File: config.mk
export PLATFORM = sky130hd
export DESIGN_NAME = perfmon_unit
export DESIGN_NICKNAME = d
export VERILOG_FILES = /design/src/rtl/perfmon_pkg.sv /design/src/rtl/perfmon_prescaler.sv /design/src/rtl/perfmon_counter.sv /design/src/rtl/perfmon_unit.sv
export SDC_FILE = /design/constraint.sdc
export NUM_CORES = 1
export LEC_CHECK = 0
export BUFFER_PORTS_ARGS = -buffer_cell sky130_fd_sc_hd__buf_2
export CAP_MARGIN = 20
export CELL_PAD_IN_SITES_DETAIL_PLACEMENT = 2
export CELL_PAD_IN_SITES_GLOBAL_PLACEMENT = 2
export CORE_MARGIN = 1
export CORE_UTILIZATION = 36
export CTS_CLUSTER_DIAMETER = 200
export CTS_CLUSTER_SIZE = 10
export DETAILED_ROUTE_END_ITERATION = 12
export HOLD_SLACK_MARGIN = 0.08
export PLACE_DENSITY_LB_ADDON = 0.12
export REMOVE_ABC_BUFFERS = 1
export SLEW_MARGIN = 20
export SYNTH_ARGS = -nofsm -noshare
export SYNTH_HDL_FRONTEND = slang
export SYNTH_SLANG_ARGS = --single-unit
File: constraint.sdc
create_clock -name clk -period 4.3 [get_ports clk]
set_input_delay 0 -clock clk [delete_from_list [all_inputs] [get_ports clk]]
set_output_delay 0 -clock clk [all_outputs]
set_load 0.03 [all_outputs]
File: src/rtl/perfmon_pkg.sv
package perfmon_pkg;
  localparam int CNT_W   = 32;
  localparam int N_EVT   = 4;
  localparam int CODE_W  = 8;
  localparam int N_SLOT  = N_EVT + 1;
  localparam int N_SRC   = 2 ** CODE_W;
  localparam int SEL_W   = N_EVT * CODE_W;
  localparam int ADDR_W  = 4;
  localparam logic [CODE_W-1:0] CODE_OFF = '1;

  typedef enum logic [ADDR_W-1:0] {
    A_CTRL = 4'd0,
    A_CYC  = 4'd1,
    A_IEN  = 4'd2,
    A_FLAG = 4'd3,
    A_SEL  = 4'd4,
    A_EVT0 = 4'd5
  } reg_addr_e;

  // pick the code field of one counter out of the packed select word
  function automatic logic [CODE_W-1:0] code_of(input logic [SEL_W-1:0] sel, input int idx);
    return sel[idx*CODE_W +: CODE_W];
  endfunction

  // sticky flags: new wraps win over write-one-to-clear
  function automatic logic [N_SLOT-1:0] flags_next(input logic [N_SLOT-1:0] cur,
                                                   input logic [N_SLOT-1:0] set,
                                                   input logic [N_SLOT-1:0] clr);
    return (cur & ~clr) | set;
  endfunction
endpackage

File: src/rtl/perfmon_prescaler.sv
module perfmon_prescaler #(
  parameter int PRESC_W = 6
) (
  input  logic clk,
  input  logic rst_n,
  input  logic clr,
  input  logic run,
  input  logic div,
  output logic tick
);
  logic [PRESC_W-1:0] pcnt;

  always_ff @(posedge clk or negedge rst_n) begin
    if (!rst_n)           pcnt <= '0;
    else if (clr)         pcnt <= '0;
    else if (run && div)  pcnt <= pcnt + 1'b1;
  end

  assign tick = run && (!div || (&pcnt));


  tick_gap_chk: assert property (@(posedge clk) disable iff (!rst_n)
    (div && tick) |=> !(div && tick));
endmodule

File: src/rtl/perfmon_counter.sv
module perfmon_counter #(
  parameter int W = 32
) (
  input  logic         clk,
  input  logic         rst_n,
  input  logic         clr,
  input  logic         load,
  input  logic [W-1:0] load_val,
  input  logic         inc,
  output logic [W-1:0] cnt,
  output logic         wrap
);
  always_ff @(posedge clk or negedge rst_n) begin
    if (!rst_n)     cnt <= '0;
    else if (load)  cnt <= load_val;
    else if (clr)   cnt <= '0;
    else if (inc)   cnt <= cnt + 1'b1;
  end

  assign wrap = inc && !load && !clr && (&cnt);


  hold_chk: assert property (@(posedge clk) disable iff (!rst_n)
    (!inc && !load && !clr) |=> (cnt == $past(cnt)));


  load_chk: assert property (@(posedge clk) disable iff (!rst_n)
    load |=> (cnt == $past(load_val)));
endmodule

File: src/rtl/perfmon_unit.sv
module perfmon_unit
  import perfmon_pkg::*;
#(
  parameter logic [7:0] ID_CODE = 8'h5C,
  parameter int         PRESC_W = 6
) (
  input  logic              clk,
  input  logic              rst_n,
  input  logic              reg_wr,
  input  logic [ADDR_W-1:0] reg_addr,
  input  logic [CNT_W-1:0]  reg_wdata,
  output logic [CNT_W-1:0]  reg_rdata,
  input  logic [N_SRC-1:0]  event_in,
  output logic              irq
);
  logic wr_ctrl, wr_cyc, wr_ien, wr_flag, wr_sel;
  logic run_q, div_q;
  logic ev_clr, cyc_clr;
  logic cyc_tick;
  logic [N_SLOT-1:0] ien_q, flag_q, wrap_vec;
  logic [SEL_W-1:0]  sel_q;
  logic [CNT_W-1:0]  cyc_cnt;
  logic [CNT_W-1:0]  evt_cnt [N_EVT];
  logic [N_EVT-1:0]  wr_evt, evt_inc;

  assign wr_ctrl = reg_wr && (reg_addr == A_CTRL);
  assign wr_cyc  = reg_wr && (reg_addr == A_CYC);
  assign wr_ien  = reg_wr && (reg_addr == A_IEN);
  assign wr_flag = reg_wr && (reg_addr == A_FLAG);
  assign wr_sel  = reg_wr && (reg_addr == A_SEL);
  assign ev_clr  = wr_ctrl && reg_wdata[1];
  assign cyc_clr = wr_ctrl && reg_wdata[2];

  always_ff @(posedge clk or negedge rst_n) begin
    if (!rst_n) begin
      run_q <= 1'b0;
      div_q <= 1'b0;
      ien_q <= '0;
      sel_q <= '1;
      flag_q <= '0;
    end else begin
      if (wr_ctrl) begin
        run_q <= reg_wdata[0];
        div_q <= reg_wdata[3];
      end
      if (wr_ien) ien_q <= reg_wdata[N_SLOT-1:0];
      if (wr_sel) sel_q <= reg_wdata[SEL_W-1:0];
      flag_q <= flags_next(flag_q, wrap_vec, wr_flag ? reg_wdata[N_SLOT-1:0] : '0);
    end
  end

  perfmon_prescaler #(.PRESC_W(PRESC_W)) u_presc (
    .clk(clk), .rst_n(rst_n), .clr(cyc_clr), .run(run_q), .div(div_q), .tick(cyc_tick)
  );

  perfmon_counter #(.W(CNT_W)) u_cyc (
    .clk(clk), .rst_n(rst_n), .clr(cyc_clr), .load(wr_cyc), .load_val(reg_wdata),
    .inc(cyc_tick), .cnt(cyc_cnt), .wrap(wrap_vec[0])
  );

  for (genvar i = 0; i < N_EVT; i++) begin : g_evt
    logic [CODE_W-1:0] code_i;
    assign code_i    = code_of(sel_q, i);
    assign wr_evt[i] = reg_wr && (reg_addr == ADDR_W'(int'(A_EVT0) + i));
    assign evt_inc[i] = run_q && (code_i != CODE_OFF) && event_in[code_i];

    perfmon_counter #(.W(CNT_W)) u_evt (
      .clk(clk), .rst_n(rst_n), .clr(ev_clr), .load(wr_evt[i]), .load_val(reg_wdata),
      .inc(evt_inc[i]), .cnt(evt_cnt[i]), .wrap(wrap_vec[i+1])
    );


    off_chk: assert property (@(posedge clk) disable iff (!rst_n)
      (code_i == CODE_OFF && !wr_evt[i] && !ev_clr) |=> (evt_cnt[i] == $past(evt_cnt[i])));
  end

  assign irq = |(flag_q & ien_q);

  always_comb begin
    reg_rdata = '0;
    case (reg_addr)
      A_CTRL:  reg_rdata = {ID_CODE, {(CNT_W-12){1'b0}}, div_q, 2'b00, run_q};
      A_CYC:   reg_rdata = cyc_cnt;
      A_IEN:   reg_rdata = CNT_W'(ien_q);
      A_FLAG:  reg_rdata = CNT_W'(flag_q);
      A_SEL:   reg_rdata = CNT_W'(sel_q);
      default: reg_rdata = '0;
    endcase
    for (int i = 0; i < N_EVT; i++)
      if (reg_addr == ADDR_W'(int'(A_EVT0) + i)) reg_rdata = evt_cnt[i];
  end

  for (genvar k = 0; k < N_SLOT; k++) begin : g_flag_chk

    wrap_flag_chk: assert property (@(posedge clk) disable iff (!rst_n)
      wrap_vec[k] |=> flag_q[k]);

    w1c_chk: assert property (@(posedge clk) disable iff (!rst_n)
      (wr_flag && reg_wdata[k] && !wrap_vec[k]) |=> !flag_q[k]);

    irq_chk: assert property (@(posedge clk) disable iff (!rst_n)
      ($rose(flag_q[k]) && ien_q[k]) |-> irq);
  end
endmodule

* Word level (Yosys, flattened, before mapping) *
Cells that the tools add are included.

operators by class
  add/sub/neg operators = 6
  muxes and demuxes = 31
  reduce and logical (&&, ||, !) cells = 59
  bitwise operators = 4
  order comparisons = 4
  equality and inequality tests = 12

operators by type and width
  cell                                                 number
  two-way mux 32 bit                                   19
  adder 32 x 1 -> 32 bit, second input constant        5
  one-hot mux 32 bit (5 select lines)                  1
  AND reduction 32 bit                                 5
  logical AND 1 bit                                    36
  < comparator 8 x 9 -> 1 bit, second input constant   4
  binary-select mux 1 bit (select 8 bit)               4
  inequality test 8 bit, second input constant         4
  equality test 4 x 3 -> 1 bit, second input constant  4
  nonzero test 3 bit                                   5
  two-way mux 6 bit                                    2
  bitwise AND 5 bit                                    2
  equality test 4 x 2 -> 1 bit, second input constant  2
  zero test 1 bit                                      8
  adder 6 x 1 -> 6 bit, second input constant          1
  AND reduction 6 bit                                  1
  two-way mux 5 bit                                    1
  inverter 5 bit                                       1
  bitwise OR 5 bit                                     1
  OR reduction 5 bit                                   1
  equality test 4 x 1 -> 1 bit, second input constant  1
  equality test 4 bit, second input constant           1
  zero test 4 bit                                      1
  two-way mux 1 bit                                    4
  2 further kinds                                      2

word-level totals
  logic and storage cells = 127
  input bits = 295
  register bits = 210

* Depth between registers and ports, before layout *
  depth in word-level cells = 7
  mapped depth = 15

* Cells and area by module *
Synthesis repeated with hierarchy kept, for this count alone.

unflattened totals
  cells, all modules = 2218
  area total of the unflattened synthesis = 21798.4 µm²

modules (own cells, without submodules)
  module             area an instance (µm²)  times used  cells an instance
  perfmon_unit       11691.2                 1           1046
  perfmon_counter    1960.6                  5           228
  perfmon_prescaler  304.0                   1           32

* Worst setup path after synthesis *
No wires, ideal clock.

  path type = flip-flop to flip-flop
  from = register sel_q[8]
  to = register g_evt[1].u_evt.cnt[28]
  slack = 1.075 ns
  cell stages (with the launch flop) = 14
  library setup time = 0.131 ns
  period minus slack after synthesis = 3.225 ns
  data required time = 4.169 ns
  arrival time = 3.095 ns
  cells stage by stage = dfstp_2 buf_2 buf_4 buf_2 mux4_2 nand3_1 a31oi_1 a2111oi_1 a2bb2oi_2 buf_4 nand2_1 buf_2 a21oi_1 a21oi_1

on the way
  word-level cells in the longest chain between the ends = 4

RTL lines
  element                                                                                 line                   text
  start, declared                                                                         perfmon_unit.sv:21     logic [SEL_W-1:0] sel_q;
  start signal, assigned                                                                  perfmon_unit.sv:47     if (wr_sel) sel_q <= reg_wdata[SEL_W-1:0];
  binary-select mux 1 bit (select 8 bit) / inequality test 8 bit (equally long branches)  perfmon_unit.sv:65     assign evt_inc[i] = run_q && (code_i != CODE_OFF) && event_in[code_i];
  two-way mux 1 bit (implied by the code) / logical AND 1 bit (equally long branches)     perfmon_unit.sv:65
  logical AND 1 bit *                                                                     perfmon_unit.sv:65
  nonzero test 3 bit (no source line) *                                                   -
  end signal, assigned                                                                    perfmon_counter.sv:15  else if (load) cnt <= load_val;
  end signal, assigned                                                                    perfmon_counter.sv:17  else if (inc) cnt <= cnt + 1'b1;
  end, declared                                                                           perfmon_counter.sv:10  output logic [W-1:0] cnt,

Every way passes the cells marked *; elsewhere a longest branch is shown, timed or not. The select of a mux whose other input is x is not followed.
A chain may end at the register's enable or synchronous reset.

* Worst setup path after layout *
  from = register sel_q[16]
  to = register g_evt[2].u_evt.cnt[31]

on the way
  word-level cells in the longest chain between the ends = 4

RTL lines
  element                                                                                 line
  binary-select mux 1 bit (select 8 bit) / inequality test 8 bit (equally long branches)  perfmon_unit.sv:65
  two-way mux 1 bit (implied by the code) / logical AND 1 bit (equally long branches)     perfmon_unit.sv:65
  logical AND 1 bit *                                                                     perfmon_unit.sv:65
  nonzero test 3 bit (no source line) *                                                   -
  end signal, assigned                                                                    perfmon_counter.sv:15
  end signal, assigned                                                                    perfmon_counter.sv:17
  end, declared                                                                           perfmon_counter.sv:10

Marked as above.

==> metrics.yaml <==
tightestPinTransition_ns: 1.16
die_y_um: 246
num_rows: 88
grt_pass1_wl_um: 171000
async_flop_share_pct: 100
path_class: "reg2reg"
path_clk_slew_ns: 0.06
synth_cell_types: 77
initial_core_util_pct: 36.7
leakage_uw: 0.00982
clockRootBuffer: "clkbuf_16"
cp-end-kind: "flip-flop"
mappedNetlistArea_um2: 21400
stdcell_area_um2: 25300
grt_start_max_net_pins: 125
die_area_um2: 60400
ioPinCount: 328
core-area_um2: 58200
worst_path_dominant_cell_family: "simple AND/OR/NAND/NOR gates"
dp.cells: 3341
syn_inst: 2312
synth_edf_count: 0
period_minus_slack_ns: 4.13
numCtsBuffers: 24
viasPerCell: 6.77
stdcell_count: 3417
clkSinkCount: 210
max_freq_ghz: 0.242
power_density_nw_per_um2: 439
diodes: 0
max-slew-margin-rel_pct: 22.5
globalplace.congestion: 0.990
clk_path_buf_depth: 3
ys_ff_latch: 210
clock_latency_ns: 0.55
syn_avg_cell_area_um2: 9.25
rsz0062_at_grt: "false"
drt_iter0_drc: 1750
layout_common_cells: "nand2_1, buf_2, dfrtp_1, mux4_2, mux2i_1"
cp_cell_sequence: "buf_4, mux4_2, mux2_2, o21ai_0, nor3_1, or4_1, a2bb2oi_2, buf_12, nand2_1, a21oi_1, a21oi_1"
hp-class: "in2async"
drive_above_1_share_pct: 28.4
required_ns: 4.72
crit_top_cell: "a21oi_1"
drv_cap: 0
slew_viol_final: 0
synthFlopType: "dfrtp_1"
vias: 23100
cpMaxStageDelayCell: "dfstp_4"
final_util_pct: 43.4
violations: "hold timing"
fill_cells: 6336
yosysWarningCount: 0
htreeDepth: 1
drc_errors: 0
arrival_ns: 4.55
io_buffers: 327
antenna_found_initial: 4
drtPass1Iterations: 8
cp_max_fo: 30
peakVddDrop_uv: 309
layout_commonest_cell: "nand2_1"
fin_worst_skew_ns: 0.0158
crit_buf_inv: 2
fin_crit_sh_pct: 96.1
status: "finished with violations"
drt_wl_total_um: 116000
finalHoldViolations: 1
cp-start-kind: "flip-flop"
grt_remaining_overflow: 0
area_growth_pct: 18.1
place_area_um2: 24200
final_antenna_net_count: 0
grt_pass1_vias: 25100
die_x_um: 246
post_drt_wl_per_cell_um: 34.0
cts_tree: "done"
finalSetupViolCount: 0
nNetsFinal: 2938
dpl.hpwl_um: 89500
grt_use_total_pct: 38.1
synth-seq-area-share_pct: 24.8
cpPeakStageDelay_ns: 0.88
fin_hold_ws_ns: -0.00568
## Yosys cell counts, types with 36 or more instances
library cell  number  area [µm²]
nor2_1            98         368
o21ai_0          154         771
mux2_2            46         518
a22oi_1           74         556
nor3_1            44         220
a21oi_1          137         686
xnor2_1           79         692
nand2_1          338        1270
mux2i_1          170        1700
nand3_1          106         531
clkbuf_1         102         383
mux4_2           176        3960
buf_2             36         180
dfrtp_1          178        4450
## registers in the layout, indices dropped and copies added, names as in the netlist
| register | flops |
|---|---|
| u_presc.pcnt | 6 |
| ien_q | 5 |
| sel_q | 32 |
| div_q | 1 |
| flag_q | 5 |
| u_cyc.cnt | 32 |
| run_q | 1 |
| g_evt.u_evt.cnt | 128 |
## worst paths after layout
| check | endpoint | depth (start not counted) | startpoint | slack (ns) |
|---|---|---|---|---|
| min in group clk | flag_q[1] | 6 | reg_addr[1] | 0.17 |
| hold reg to reg | flag_q[1] | 2 | flag_q[1] | 0.54 |
| hold / removal | g_evt[1].u_evt.cnt[12] | 2 | rst_n | -0.006 |
| setup reg to reg | g_evt[2].u_evt.cnt[31] | 11 | sel_q[16] | 0.17 |
| setup / recovery | g_evt[2].u_evt.cnt[31] | 11 | sel_q[16] | 0.17 |
| max in group asynchronous | g_evt[0].u_evt.cnt[21] | 3 | rst_n | 3.04 |
## through the flow
step	power (µW)	TNS (ns)	worst slack (ns)
finish	11100	0	0.169
global route	11500	0	0.00375
CTS	11000	0	0.0450
detailed placement	8960	0	0.0635
global placement	8760	0	0.127
floorplan	6380	-97.77	-1.41
## report_power, final
part | internal [µW] | leakage, µW | total, µW | switching, µW
sequential | 2520 | 0.00260 | 3560 | 1040
clock | 1070 | 0.000327 | 1960 | 892
combinational | 2460 | 0.00689 | 5570 | 3110
## cell type report
| type | count | area [µm²] | area share (%) |
|---|---|---|---|
| multi-input cells | 1886 | 15100 | 59.7 |
| clock buffers | 41 | 686 | 2.71 |
| well taps | 765 | 957 | 3.79 |
| repair buffers | 482 | 3090 | 12.2 |
| flip-flops and latches | 210 | 5310 | 21.0 |
| inverters | 33 | 124 | 0.490 |
## what timing repair did
item,in CTS,in global routing
resized for setup,0,3
endpoints found under the setup margin,1,11
buffers inserted,1,0
hold endpoints to repair,290,0
pin swaps,0,0
hold buffers,34,0
## kinds of logic after synthesis
kind of cell | Yosys count | share of synthesized area (%)
AOI/OAI and AO/OA | 585 | 18.1
buffers and inverters | 216 | 4.87
adders and majority gates | 6 | 0.351
and+or+nand+nor | 790 | 17.6
muxes | 402 | 30.1
DFF | 210 | 24.8
xor gates and xnor gates | 103 | 4.22
## routing by layer
layer  vias to the layer above  global-route usage, %  share of wire [%]
met5                         -                      0              0.021
met2                      1013                   65.1                 49
li1                       9597                      -                  -
met1                     12200                   47.1                 39
met4                         4                   18.9                5.3
met3                       275                   4.91                6.6
(Power assumes the default switching activity.)
